**src/rtl/slot_evt_pkg.sv**
```systemverilog
package slot_evt_pkg;

    localparam int REG_W     = 32;
    localparam int EVT_N     = 5;
    localparam int EVT_LSB   = 16;
    localparam int IMASK_LSB = 24;
    localparam int SMASK_LSB = 29;

    // event index order, equal to bit order above EVT_LSB
    localparam int EV_PRES  = 0;
    localparam int EV_ISO   = 1;
    localparam int EV_BTN   = 2;
    localparam int EV_LATCH = 3;
    localparam int EV_CON   = 4;

    // controller mask bits
    localparam int GM_INT  = 0;
    localparam int GM_SERR = 1;
    localparam int GM_CMD  = 2;
    localparam int GM_ARB  = 3;

    localparam int CFG_OFS   = 'h00;
    localparam int LOC_OFS   = 'h04;
    localparam int GLOB_OFS  = 'h08;
    localparam int SLOT_BASE = 'h10;

    typedef struct packed {
        logic       con;
        logic       iso;
        logic [1:0] pres;
        logic       btn;
        logic       latch;
    } slot_in_t;

    localparam int SLOT_IN_W = $bits(slot_in_t);

    typedef struct packed {
        logic [EVT_N-1:0] evt;
        logic [EVT_N-1:0] imask;
        logic [1:0]       smask;
    } slot_regs_t;

    typedef struct packed {
        logic [3:0] mask;
        logic       cmd_det;
        logic       arb_det;
    } glob_regs_t;

endpackage

```
**src/rtl/slot_evt_sync.sv**
```systemverilog
module slot_evt_sync #(
    parameter int W = 1
) (
    input  logic         clk,
    input  logic         rst_n,
    input  logic [W-1:0] in_i,
    output logic [W-1:0] cur_o,
    output logic [W-1:0] prev_o,
    output logic         valid_o
);

    typedef struct packed {
        logic [W-1:0] s1;
        logic [W-1:0] s2;
        logic [W-1:0] s3;
        logic [2:0]   vld;
    } sync_t;

    sync_t st_d, st_q;

    always_comb begin
        st_d     = st_q;
        st_d.s1  = in_i;
        st_d.s2  = st_q.s1;
        st_d.s3  = st_q.s2;
        st_d.vld = {st_q.vld[1:0], 1'b1};
    end

    always_ff @(posedge clk or negedge rst_n) begin
        if (!rst_n) st_q <= '0;
        else        st_q <= st_d;
    end

    assign cur_o   = st_q.s2;
    assign prev_o  = st_q.s3;
    assign valid_o = st_q.vld[2];

endmodule

```
**src/rtl/slot_evt_slot.sv**
```systemverilog
module slot_evt_slot
    import slot_evt_pkg::*;
(
    input  logic             clk,
    input  logic             rst_n,
    input  logic             wr_i,
    input  logic [14:0]      wfield_i,   // write data bits 30:16
    input  slot_in_t         raw_i,
    input  logic [1:0]       state_i,
    input  logic [1:0]       pwr_i,
    input  logic [1:0]       attn_i,
    input  logic             cap66_i,
    input  logic [2:0]       spd_i,
    output logic [REG_W-1:0] rdata_o,
    output logic             int_pend_o,
    output logic             serr_pend_o
);

    logic [SLOT_IN_W-1:0] cur_v, prev_v;
    logic                 smp_vld;
    slot_in_t             cur_s, prev_s;
    logic [EVT_N-1:0]     hw_set;
    logic [EVT_N-1:0]     sw_clr;

    slot_regs_t reg_d, reg_q;

    slot_evt_sync #(.W(SLOT_IN_W)) u_sync (
        .clk     (clk),
        .rst_n   (rst_n),
        .in_i    (raw_i),
        .cur_o   (cur_v),
        .prev_o  (prev_v),
        .valid_o (smp_vld)
    );

    assign cur_s  = slot_in_t'(cur_v);
    assign prev_s = slot_in_t'(prev_v);

    always_comb begin
        hw_set           = '0;
        hw_set[EV_PRES]  = cur_s.pres  != prev_s.pres;
        hw_set[EV_ISO]   = cur_s.iso   != prev_s.iso;
        hw_set[EV_BTN]   = cur_s.btn   & ~prev_s.btn;
        hw_set[EV_LATCH] = cur_s.latch != prev_s.latch;
        hw_set[EV_CON]   = cur_s.con   != prev_s.con;
        if (!smp_vld) hw_set = '0;
    end

    assign sw_clr = wr_i ? wfield_i[EVT_N-1:0] : '0;

    always_comb begin
        reg_d     = reg_q;
        reg_d.evt = (reg_q.evt & ~sw_clr) | hw_set;
        if (wr_i) begin
            reg_d.imask = wfield_i[IMASK_LSB-EVT_LSB +: EVT_N];
            reg_d.smask = wfield_i[SMASK_LSB-EVT_LSB +: 2];
        end
    end

    always_ff @(posedge clk or negedge rst_n) begin
        if (!rst_n) begin
            reg_q.evt   <= '0;
            reg_q.imask <= '1;
            reg_q.smask <= '1;
        end else begin
            reg_q <= reg_d;
        end
    end

    assign rdata_o = {1'b0, reg_q.smask, reg_q.imask, 3'b000, reg_q.evt,
                      1'b0, spd_i, cur_s.pres, cap66_i, cur_s.latch, cur_s.btn,
                      ~(cur_s.iso | cur_s.con), attn_i, pwr_i, state_i};

    assign int_pend_o  = |(reg_q.evt & ~reg_q.imask);
    assign serr_pend_o = (reg_q.evt[EV_LATCH] & ~reg_q.smask[0])
                       | (reg_q.evt[EV_CON]   & ~reg_q.smask[1]);

endmodule

```
**src/rtl/slot_evt_glob.sv**
```systemverilog
module slot_evt_glob
    import slot_evt_pkg::*;
(
    input  logic             clk,
    input  logic             rst_n,
    input  logic             wr_i,
    input  logic [3:0]       mask_w_i,
    input  logic [1:0]       clr_w_i,    // write data bits 17:16
    input  logic             cmd_done_i,
    input  logic             arb_err_i,
    output logic [REG_W-1:0] rdata_o,
    output logic             gint_mask_o,
    output logic             gserr_mask_o,
    output logic             cmd_det_o,
    output logic             cmd_imask_o,
    output logic             arb_serr_o
);

    glob_regs_t reg_d, reg_q;

    always_comb begin
        reg_d = reg_q;
        if (wr_i) reg_d.mask = mask_w_i;
        reg_d.cmd_det = (reg_q.cmd_det & ~(wr_i & clr_w_i[0])) | cmd_done_i;
        reg_d.arb_det = (reg_q.arb_det & ~(wr_i & clr_w_i[1])) | arb_err_i;
    end

    always_ff @(posedge clk or negedge rst_n) begin
        if (!rst_n) begin
            reg_q.mask    <= '1;
            reg_q.cmd_det <= 1'b0;
            reg_q.arb_det <= 1'b0;
        end else begin
            reg_q <= reg_d;
        end
    end

    assign rdata_o      = {14'b0, reg_q.arb_det, reg_q.cmd_det, 12'b0, reg_q.mask};
    assign gint_mask_o  = reg_q.mask[GM_INT];
    assign gserr_mask_o = reg_q.mask[GM_SERR];
    assign cmd_det_o    = reg_q.cmd_det;
    assign cmd_imask_o  = reg_q.mask[GM_CMD];
    assign arb_serr_o   = reg_q.arb_det & ~reg_q.mask[GM_ARB];

endmodule

```
**src/rtl/slot_evt_ctrl.sv**
```systemverilog
module slot_evt_ctrl
    import slot_evt_pkg::*;
#(
    parameter int NUM_SLOTS = 4,    // 1..30
    parameter int ADDR_W    = 8
) (
    input  logic                   clk,
    input  logic                   rst_n,
    input  logic [ADDR_W-1:0]      reg_addr_i,
    input  logic                   reg_wr_i,
    input  logic [REG_W-1:0]       reg_wdata_i,
    output logic [REG_W-1:0]       reg_rdata_o,
    input  logic                   cmd_done_i,
    input  logic                   arb_err_i,
    input  logic [NUM_SLOTS-1:0]   latch_open_i,
    input  logic [NUM_SLOTS-1:0]   button_i,
    input  logic [2*NUM_SLOTS-1:0] presence_i,
    input  logic [NUM_SLOTS-1:0]   iso_fault_i,
    input  logic [NUM_SLOTS-1:0]   con_fault_i,
    input  logic [2*NUM_SLOTS-1:0] slot_state_i,
    input  logic [2*NUM_SLOTS-1:0] pwr_ind_i,
    input  logic [2*NUM_SLOTS-1:0] attn_ind_i,
    input  logic [NUM_SLOTS-1:0]   cap66_i,
    input  logic [3*NUM_SLOTS-1:0] speed_cap_i,
    output logic                   irq_o,
    output logic                   serr_o
);

    localparam int LOC_W = NUM_SLOTS + 1;

    logic [NUM_SLOTS-1:0] slot_wr;
    logic [NUM_SLOTS-1:0] slot_int;
    logic [NUM_SLOTS-1:0] slot_serr;
    logic [REG_W-1:0]     slot_rd [NUM_SLOTS];

    logic             glob_wr;
    logic [REG_W-1:0] glob_rd;
    logic             gint_mask, gserr_mask, cmd_det, cmd_imask, arb_serr;
    logic [REG_W-1:0] loc_word;
    logic [REG_W-1:0] cfg_word;
    logic             unused_wbits;

    assign unused_wbits = ^{reg_wdata_i[31], reg_wdata_i[15:4]};

    assign glob_wr = reg_wr_i && (reg_addr_i == ADDR_W'(GLOB_OFS));

    slot_evt_glob u_glob (
        .clk          (clk),
        .rst_n        (rst_n),
        .wr_i         (glob_wr),
        .mask_w_i     (reg_wdata_i[3:0]),
        .clr_w_i      (reg_wdata_i[17:16]),
        .cmd_done_i   (cmd_done_i),
        .arb_err_i    (arb_err_i),
        .rdata_o      (glob_rd),
        .gint_mask_o  (gint_mask),
        .gserr_mask_o (gserr_mask),
        .cmd_det_o    (cmd_det),
        .cmd_imask_o  (cmd_imask),
        .arb_serr_o   (arb_serr)
    );

    for (genvar i = 0; i < NUM_SLOTS; i++) begin : g_slot
        slot_in_t raw;
        assign raw.con   = con_fault_i[i];
        assign raw.iso   = iso_fault_i[i];
        assign raw.pres  = presence_i[2*i +: 2];
        assign raw.btn   = button_i[i];
        assign raw.latch = latch_open_i[i];

        assign slot_wr[i] = reg_wr_i && (reg_addr_i == ADDR_W'(SLOT_BASE + 4*i));

        slot_evt_slot u_slot (
            .clk         (clk),
            .rst_n       (rst_n),
            .wr_i        (slot_wr[i]),
            .wfield_i    (reg_wdata_i[30:16]),
            .raw_i       (raw),
            .state_i     (slot_state_i[2*i +: 2]),
            .pwr_i       (pwr_ind_i[2*i +: 2]),
            .attn_i      (attn_ind_i[2*i +: 2]),
            .cap66_i     (cap66_i[i]),
            .spd_i       (speed_cap_i[3*i +: 3]),
            .rdata_o     (slot_rd[i]),
            .int_pend_o  (slot_int[i]),
            .serr_pend_o (slot_serr[i])
        );
    end

    assign loc_word = {{(REG_W-LOC_W){1'b0}}, slot_int, cmd_det & ~cmd_imask};
    assign cfg_word = {27'b0, 5'(NUM_SLOTS)};

    always_comb begin
        reg_rdata_o = '0;
        if (reg_addr_i == ADDR_W'(CFG_OFS))       reg_rdata_o = cfg_word;
        else if (reg_addr_i == ADDR_W'(LOC_OFS))  reg_rdata_o = loc_word;
        else if (reg_addr_i == ADDR_W'(GLOB_OFS)) reg_rdata_o = glob_rd;
        for (int i = 0; i < NUM_SLOTS; i++) begin
            if (reg_addr_i == ADDR_W'(SLOT_BASE + 4*i)) reg_rdata_o = slot_rd[i];
        end
    end

    assign irq_o  = (|loc_word) & ~gint_mask;
    assign serr_o = ~gserr_mask & (arb_serr | (|slot_serr));

endmodule

```
**config.mk**
```make
export PLATFORM = sky130hd
export DESIGN_NAME = slot_evt_ctrl
export DESIGN_NICKNAME = d
export VERILOG_FILES = /design/src/rtl/slot_evt_pkg.sv /design/src/rtl/slot_evt_sync.sv /design/src/rtl/slot_evt_slot.sv /design/src/rtl/slot_evt_glob.sv /design/src/rtl/slot_evt_ctrl.sv
export SDC_FILE = /design/constraint.sdc
export NUM_CORES = 1
export LEC_CHECK = 0
export BUFFER_PORTS_ARGS = -buffer_cell sky130_fd_sc_hd__buf_4
export CAP_MARGIN = 20
export CORE_MARGIN = 2
export CORE_UTILIZATION = 40
export CTS_BUF_LIST = sky130_fd_sc_hd__clkbuf_8
export DETAILED_ROUTE_END_ITERATION = 8
export GPL_TIMING_DRIVEN = 0
export PLACE_DENSITY = 0.72
export SKIP_CTS_REPAIR_TIMING = 1
export SLEW_MARGIN = 20
export SYNTH_ARGS = -nofsm -noshare
export SYNTH_HDL_FRONTEND = slang
export SYNTH_SLANG_ARGS = --single-unit
export TNS_END_PERCENT = 20
```
**constraint.sdc**
```tcl
create_clock -name clk -period 1.36 [get_ports clk]
set_input_delay 0.136 -clock clk [delete_from_list [all_inputs] [get_ports clk]]
set_output_delay 0.136 -clock clk [all_outputs]
set_load 0.01 [all_outputs]
```
==> metrics, run 1 <==
drt total wl=between 15 and 20 mm; Max-Cap Viols=0; die area=approximately 15,000 µm²; Seq pwr share=0.523; grt total ovfl=0; gp weighted congestion=between 0.9 and 1; hold depth=3; worst-case hold slack=between 15 and 20 ps; Max Buffers Root-to-Sink=2; relative slew slack=0.634; met3 global-route usage=0.0681; R2R setup slack=between 100 and 150 ps; Post-DP HPWL=between 10 and 15 mm; Avg WL per Cell=~19 µm; io pins=around 140; failing checks=negative setup slack; first-pass GRT wire length=around 23 mm; Worst EP required=around 1200 ps; Setup CP Type=reg -> out; Initial Util=0.411; initial antenna violation count=0; initial DRC count=just over 400; Comb power frac=0.118; Filler Cell Count=1,060; worst r2r src=g_slot[0].u_slot.u_sync.cur_o[2]; Min-Delay Path Class=in -> reg; final worst path period share=1.77; Worst R2R End=g_slot[0].u_slot.rdata_o[16]; std cell rows=42; Final WS setup=-1050 ps; largest net degree at the start of global routing=70; Root Driver=clkbuf_8; Arr. time, crit path=between 2000 and 2500 ps; Leakage=between 3 and 4 nW; cts bufs inserted=17; ANT nets after route=0; area leader, netlist=dfrtp_1; drt first pass iters=5; Worst-Margin Slew=about 550 ps; Synth top cells by count=dfrtp_1 (97), nand2_1 (62), o21ai_0 (34); final setup TNS=-12,540 ps; nets@finish=approximately 800; multi-input combinational cell area=2250 µm²; met1 GRT Util=0.272; Synth area leaders=dfrtp_1 (44%), dfstp_2 (15%), mux2_2 (4.7%), nand2_1 (4.3%), o21ai_0 (3.1%); fin util=0.611; layer carrying the most global-route usage=met2; crit-path max FO=2; clk sink count=129; synthesized area=around 5500 µm²; switching pwr=around 2.1 mW; gr usage total=0.213; via count=between 4,000 and 5,000; sw frac=0.267; unrepaired setup endpoints after global routing=true; Unique masters post-synth=between 40 and 50; Syn Inst Count=about 480; Fmax=~0.42 GHz; clk_lat worst skew=about 440 ps; Post-synth EDFFs=0; Min Clock Period, post-route=between 2000 and 2500 ps; Critical Path End Type=output pin; FF-to-FF path depth=5; Inserted Diodes=0; outcome=finished with violations; register bit total from synthesis=129; Synth Area per Inst=around 11 µm²; DIE HEIGHT=roughly 120 µm; top-area cell type share of the netlist area=0.444; sequential area share after synthesis=0.598; clk slew on worst S/H paths=roughly 80 ps; Hold Crit Endpoint=g_slot[0].u_slot.rdata_o[16]; final setup fails=40; Slew Viols, Final=0; PortBufs=120; clock network power share=0.359; CTS tree=done; vias in the first global route=between 4,000 and 5,000; Worst VDD drop=0.000743 V; ys async rst share=1.00; Residual DRC=0; most frequent cell after synthesis=dfrtp_1; Primary FF master, synth=dfrtp_1; CP Launch Type=flop; width of the die=between 100 and 150 µm; DR vias/cell=between 5 and 6; Reg area=roughly 3300 µm²; Final Hold Vio Count=0; worst hold path startpoint=reg_wdata_i[16]; internal power=about 5.8 mW; CTS H-Tree Depth=4; Core ar.=13,300 µm²; Synth warnings=0; met2 Use GR=0.323; Worst Skew=roughly 10 ps; layout cells sized above 1=0.450; Pwr Density=983 nW/µm²; Area growth syn-to-layout=48.5%
==> area by class of cell <==
type / count / area share
flip-flops and latches: 129 / 0.403
clock inverters: 15 / 0.0137
clock buffers: 17 / 0.0288
well taps: 176 / 0.0271
multi-input cells: 300 / 0.277
inverters: 31 / 0.0143
plain buffers: 21 / 0.0225
repair buffers: 201 / 0.214
==> registers in the layout, indices dropped and copies added, names as in the netlist <==
| name | cells |
|---|---|
| g_slot.u_slot.rdata_o | 48 |
| g_slot.u_slot.u_sync.cur_o | 24 |
| g_slot.u_slot.u_sync.prev_o | 24 |
| g_slot.u_slot.u_sync.st_d | 26 |
| g_slot.u_slot.u_sync.valid_o | 1 |
| u_glob.cmd_det_o | 1 |
| u_glob.cmd_imask_o | 1 |
| u_glob.gint_mask_o | 1 |
| u_glob.gserr_mask_o | 1 |
| u_glob.rdata_o | 2 |
==> cell usage in the layout, fill, tap and decap left out, types with 5 or more instances in the layout <==
cell type,synthesis,layout
mux2_4,0,7
inv_1,31,26
a22oi_1,14,10
clkbuf_8,0,17
o21ai_1,0,10
conb_1,2,6
nor2_4,1,7
o22ai_1,5,5
o21ai_0,34,21
mux2_2,23,16
a221oi_2,0,12
xnor2_1,6,6
xor2_1,14,14
a21oi_1,14,12
mux2i_1,5,5
buf_6,1,15
inv_2,0,6
dfstp_2,32,32
a222oi_1,5,5
nor2_1,28,24
nand2_1,62,59
buf_4,8,152
a22o_1,16,16
dfrtp_1,97,96
dlygate4sd3_1,0,39
o221ai_2,0,6
==> cells by family after synthesis <==
kind of cell              share of synthesized area
xor gates and xnor gates                     0.0320
muxes                                        0.0565
other                                       0.00137
AOI/OAI and AO/OA                             0.162
and+or+nand+nor                               0.107
buffers and inverters                        0.0437
DFF                                           0.598
==> worst max path at each step <==
stage                                       startpoint                      endpoint  slack (ps)  cells past startpoint
final                     g_slot[2].u_slot.rdata_o[27]                         irq_o       -1050                      6
after global routing      g_slot[0].u_slot.rdata_o[27]                         irq_o       -1100                      6
after CTS                 g_slot[2].u_slot.rdata_o[27]                         irq_o       -1160                      6
after detailed placement                 reg_addr_i[7]  g_slot[1].u_slot.rdata_o[28]        -740                      7
after global placement                   reg_addr_i[7]  g_slot[1].u_slot.rdata_o[29]        -670                      7
after floorplan           g_slot[0].u_slot.rdata_o[27]                         irq_o        -180                      5
==> power by group through the flow <==
stage,clock network [mW],registers (mW),logic (mW)
floorplan,0,4.20,0.320
global placement,0,4.23,0.709
detailed placement,0,4.24,0.738
CTS,2.91,4.17,0.741
global route,3.09,4.19,1.02
finish,2.86,4.18,0.944
==> per-stage QoR <==
stage	power, mW	instance area (µm²)	cells	setup WS, ps
2_1_floorplan	4.52	5550	481	-177
3_3_place_gp	4.94	6670	777	-674
3_5_place_dp	4.98	6700	778	-744
4_1_cts	7.82	7050	810	-1160
5_1_grt	8.31	8120	890	-1100
6_report	7.98	8120	890	-1050
==> critical path, stage by stage, from the launching register on <==
cell and delay (ps):
dfstp_2 550, inv_2 50, a222oi_1 490, o221ai_2 220, nor4_2 220, a21oi_1 140
buf_4 170
==> routing by layer <==
metal / vias up / share of wire
met5: - / 0
met4: 0 / 0.037
met3: 45 / 0.082
met2: 250 / 0.49
met1: 2342 / 0.39
li1: 2138 / -
No activity file was read; power rests on OpenSTA's default activity.
==> run 2, diff against run 1 <==
- CORE_ASPECT_RATIO: unset -> 1.4
- CORE_UTILIZATION: 40 -> 45
- PLACE_DENSITY: 0.72 -> 0.78
==> run 2 against run 1 <==
Compared with the run above:
- the flow still finishes with violations (negative setup slack)
- sequential share of layout area is 0.090 points higher
- maximum frequency is 4.1% lower
- combinational power hardly changed
- global-route usage is 2.2 points higher
- wire length is 1.1% lower
- hold slack worse by 8.1 ps
- critical path depth stayed put
- non-clock buffer count is 4 lower
- clock skew is 3.1 ps lower
- cell count is 3.7% lower
- critical endpoint unchanged
- largest cell class unchanged
==> metrics, run 2 (synthesis results as in run 1) <==
die area=13,100 µm²; initial antenna violation count=0; DIE HEIGHT=~130 µm; clk_lat worst skew=430 ps; max reg flops=48; Pwr Density=approximately 1000 nW/µm²; commonest non-fill, non-tap cell in the layout=buf_4; Inserted Diodes=0; Worst EP required=1220 ps; clk slew on worst S/H paths=80 ps; nets@finish=between 800 and 900; largest net degree at the start of global routing=80; cts bufs inserted=17; relative slew slack=0.636; unrepaired setup endpoints after global routing=true; Critical Path End Type=output pin; Root Driver=clkbuf_8; Min Clock Period, post-route=approximately 2500 ps; Final Hold Vio Count=0; first-pass GRT wire length=~24 mm; CP Launch Type=flop; Avg WL per Cell=between 15 and 20 µm; Post-DP Area=~6700 µm²; Arr. time, crit path=about 2400 ps; Final WS setup=-1150 ps; final setup TNS=-12,080 ps; ANT nets after route=0; Setup CP Type=reg -> out; Worst Skew=~6.6 ps; failing checks=negative setup slack; worst r2r src=g_slot[0].u_slot.u_sync.valid_o; PortBufs=120; drt first pass iters=5; final non-filler cell area=between 8000 and 9000 µm²; Min-Delay Path Class=in -> reg; outcome=finished with violations; drt total wl=around 16 mm; width of the die=just under 100 µm; clk sink count=129; io pins=around 140; crit path launch=g_slot[1].u_slot.rdata_o[28]; vias in the first global route=4,542; layout cells sized above 1=0.454; gr usage total=0.235; DR vias/cell=5.60; Slew Viols, Final=0; Post-DP HPWL=~11 mm; Max-Cap Viols=0; final worst path period share=1.85; std cell rows=47; Worst-Margin Slew=between 500 and 600 ps; Worst VDD drop=~0.00075 V; initial DRC count=418; Residual DRC=0; crit-path max FO=2; Area growth syn-to-layout=48.2%; Core ar.=~12,000 µm²; worst hold path startpoint=reg_wdata_i[18]; CTS tree=done; PnR Total Power=8.32 mW; Fmax=0.398 GHz; final setup fails=32; Initial Util=0.463; Max Buffers Root-to-Sink=2; R2R setup slack=around 180 ps; CTS H-Tree Depth=4; most frequent cells in the layout=buf_4 (153), dfrtp_1 (95), nand2_1 (59), dlygate4sd3_1 (38), dfstp_2 (32); via count=4,796; grt total ovfl=0; gp weighted congestion=0.913; worst-case hold slack=10.0 ps; Leakage=around 3.7 nW
==> run 2: changes by cell type in the layout (fill, tap and decap cells not counted), moves of 3 or more <==
cell      previous run  this run
buf_6               15         9
clkinv_2             4         0
inv_1               26        23
o21ai_0             21        24
o21ai_1             10         7
==> run 2: routing by layer <==
layer	vias up	GRT usage	wire length [µm]
li1	2135	-	-
met1	2346	0.285	6130
met2	261	0.404	8520
met3	54	0.0547	1130
met4	0	0.100	532
met5	-	0	0
==> run 2: power by group <==
| part | total [mW] | internal, mW | switching, mW |
|---|---|---|---|
| Clock | 3.20 | 1.56 | 1.64 |
| Sequential | 4.17 | 4.07 | 0.109 |
| Combinational | 0.944 | 0.505 | 0.439 |
| Total | 8.32 | 6.13 | 2.19 |
==> run 2: worst max-delay path, stage by stage, from the launching register on <==
cell and delay, ps:
dfstp_2 550, inv_2 40, a222oi_1 500, o221ai_2 230, nor4_2 350, a21oi_1 120
buf_4 150
==> run 2: area by class of cell <==
cell class / count / area [µm²]
plain buffers: 21 / 184
clock buffers: 18 / 248
clock inverters: 14 / 145
fillers: 827 / 3710
inverters: 31 / 116
multi-input cells: 300 / 2260
flip-flops and latches: 129 / 3270
well taps: 147 / 184
repair buffers: 197 / 1700
==> run 2: worst paths after layout <==
kind,depth (start not counted),to
min in group asynchronous,2,g_slot[1].u_slot.u_sync.st_d[9]
worst min register to register,0,g_slot[2].u_slot.u_sync.cur_o[3]
max in group asynchronous,3,g_slot[1].u_slot.rdata_o[25]
worst max-delay path,6,irq_o
worst max register to register,3,g_slot[3].u_slot.rdata_o[18]
worst min-delay path,3,g_slot[1].u_slot.rdata_o[18]
==> run 2: per-stage QoR <==
step / std cells / worst slack (ps) / utilization
5_1_grt: 857 / -1250 / 0.686
2_1_floorplan: 481 / -177 / -
3_3_place_gp: 748 / -771 / 0.561
4_1_cts: 781 / -1230 / 0.597
6_report: 857 / -1150 / 0.686
3_5_place_dp: 749 / -766 / 0.564
==> run 3, diff against run 2 <==
- ABC_AREA: unset -> 1
==> run 3 against run 2 <==
Compared with the run above:
- the run ends with negative hold slack, negative setup slack left
- total power increased by 7.6%
- register-to-register slack lost 60 ps
- sequential power hardly changed
- setup slack improved by 590 ps
- critical path depth rose by 2
- via count increased by 1.2%
- global-route usage decreased by 0.34 points
- clock power increased by 27%
- flip-flop and latch count unchanged
- critical endpoint is now reg_rdata_o[2]
==> metrics, run 3 <==
drt total wl=approximately 16 mm; commonest non-fill, non-tap cell in the layout=nand2_1; hold depth=4; Area growth syn-to-layout=39.6%; Pwr Density=1170 nW/µm²; most frequent cell after synthesis=nand2_1; gp weighted congestion=0.940; max reg flops=48; Post-DP Area=approximately 6600 µm²; Unique masters post-synth=37; worst-case hold slack=-22.2 ps; std cell rows=47; Initial Util=0.463; outcome=finished with violations; Avg WL per Cell=17.4 µm; Post-synth EDFFs=0; failing checks=negative hold slack, negative setup slack; Inserted Diodes=0; CP Launch Type=flop; nets@finish=861; largest net degree at the start of global routing=between 70 and 80; area leader, netlist=dfrtp_1; width of the die=around 97 µm; clk slew on worst S/H paths=approximately 70 ps; Residual DRC=0; first-pass GRT wire length=between 20 and 25 mm; Min-Delay Path Class=in -> reg; ANT nets after route=0; Worst Skew=~12 ps; final setup fails=29; CTS tree=done; R2R setup slack=120 ps; layout cells sized above 1=0.340; die area=~13,000 µm²; cts bufs inserted=17; Max Buffers Root-to-Sink=2; Slew Viols, Final=0; Worst EP required=1220 ps; Critical Path End Type=output pin; initial DRC count=339; gr usage total=0.232; Synth Area per Inst=approximately 9.6 µm²; Leakage=3.62 nW; worst hold path startpoint=reg_wdata_i[17]; most frequent cells in the layout=nand2_1 (155), buf_4 (125), dfrtp_1 (97), inv_1 (50), o21ai_0 (39); synthesized area=5500 µm²; FF-to-FF path depth=3; grt total ovfl=0; Setup CP Type=reg -> out; Synth area leaders=dfrtp_1 (44%), dfstp_2 (15%), nand2_1 (11%), o21ai_0 (4.0%), inv_1 (4.0%); Primary FF master, synth=dfrtp_1; top-area cell type share of the netlist area=0.442; DIE HEIGHT=around 130 µm; Max-Cap Viols=0; Core ar.=11,900 µm²; Hold Crit Endpoint=g_slot[0].u_slot.rdata_o[17]; Root Driver=clkbuf_8; final non-filler cell area=between 7000 and 8000 µm²; unrepaired setup endpoints after global routing=true; sequential area share after synthesis=0.595; drt first pass iters=5; Final Hold Vio Count=3; io pins=between 100 and 150; ys async rst share=1.00; clk_lat worst skew=roughly 440 ps; Synth top cells by count=nand2_1 (165), dfrtp_1 (97), inv_1 (58); Final WS setup=-567 ps; worst r2r src=g_slot[0].u_slot.u_sync.valid_o; PortBufs=120; Post-DP HPWL=~11 mm; Arr. time, crit path=between 1500 and 2000 ps; DR vias/cell=approximately 5.3; Worst VDD drop=about 0.0014 V; clk sink count=between 100 and 150; Fmax=between 0.5 and 0.6 GHz; PnR Total Power=around 9.0 mW; Syn Inst Count=around 570; register bit total from synthesis=around 130; final worst path period share=1.42; Min Clock Period, post-route=1930 ps; crit-path max FO=2; initial antenna violation count=0; via count=between 4,000 and 5,000; CTS H-Tree Depth=4; Worst R2R End=g_slot[2].u_slot.rdata_o[19]; Synth warnings=0; vias in the first global route=4,813
==> run 3: changes by cell type after synthesis, sizes merged, moves of 9 or more <==
cell and change:
nand2 +108, o21ai +31, inv +27, mux2 -23, nand3 +18, a221oi -16
a22o -16, nand4 +16, a22oi -14, o2111ai +9
==> run 3: layer usage <==
layer,share of wire,wire (µm),global-route usage,vias to the layer above
met5,0,0,0,-
met4,0.046,729,0.116,0
met3,0.065,1040,0.0585,57
met2,0.53,8450,0.417,233
met1,0.36,5690,0.254,2367
li1,-,-,-,2195
==> run 3: how the worst max path moves through the flow <==
stage	end	depth (start not counted)	from
3_5_place_dp	reg_rdata_o[28]	10	reg_addr_i[7]
3_3_place_gp	reg_rdata_o[28]	10	reg_addr_i[7]
2_1_floorplan	irq_o	6	g_slot[2].u_slot.rdata_o[25]
6_report	reg_rdata_o[2]	8	g_slot[1].u_slot.rdata_o[26]
5_1_grt	reg_rdata_o[3]	8	g_slot[2].u_slot.rdata_o[25]
4_1_cts	reg_rdata_o[2]	8	g_slot[1].u_slot.rdata_o[25]
==> run 3: kinds of logic (layout without fill, tap and decap cells) <==
| kind of cell | after synthesis | after routing | synth area share |
|---|---|---|---|
| and+or+nand+nor | 249 | 249 | 0.201 |
| DFF | 129 | 129 | 0.595 |
| AOI/OAI and AO/OA | 92 | 92 | 0.0983 |
| buffers and inverters | 81 | 269 | 0.0728 |
| xor gates and xnor gates | 20 | 20 | 0.0319 |
| other | 2 | 6 | 0.00137 |
==> run 3: critical path: stages (launching register included) <==
cell and delay (ps):
dfstp_2 540, inv_1 80, nand2_1 70, nand2_1 110, o21ai_2 170, nand3_1 100
nand2_1 70, nand4_1 60, buf_4 150
==> run 3: layout make-up <==
class | instances | area, µm²
Buffer | 20 | 216
Clock buffer | 19 | 262
Clock inverter | 13 | 241
Fill cell | 921 | 4210
Inverter | 61 | 244
Multi-Input combinational cell | 367 | 1970
Sequential cell | 129 | 3270
Tap cell | 147 | 184
Timing Repair Buffer | 156 | 1290
==> run 3: metrics by stage <==
| step | utilization | std cells | setup TNS, ps | setup WS, ps |
|---|---|---|---|---|
| 3_5_place_dp | 0.558 | 845 | -15560 | -425 |
| 2_1_floorplan | - | 577 | 0 | 106 |
| 5_1_grt | 0.646 | 912 | -10290 | -666 |
| 4_1_cts | 0.600 | 877 | -11920 | -657 |
| 3_3_place_gp | 0.555 | 844 | -28160 | -432 |
| 6_report | 0.646 | 912 | -8020 | -567 |
==> run 3: power breakdown <==
part           total, mW  switching [mW]  internal [mW]
registers           4.17           0.123           4.05
logic              0.707           0.338          0.369
clock network       4.07            1.44           2.63
total               8.95            1.90           7.05
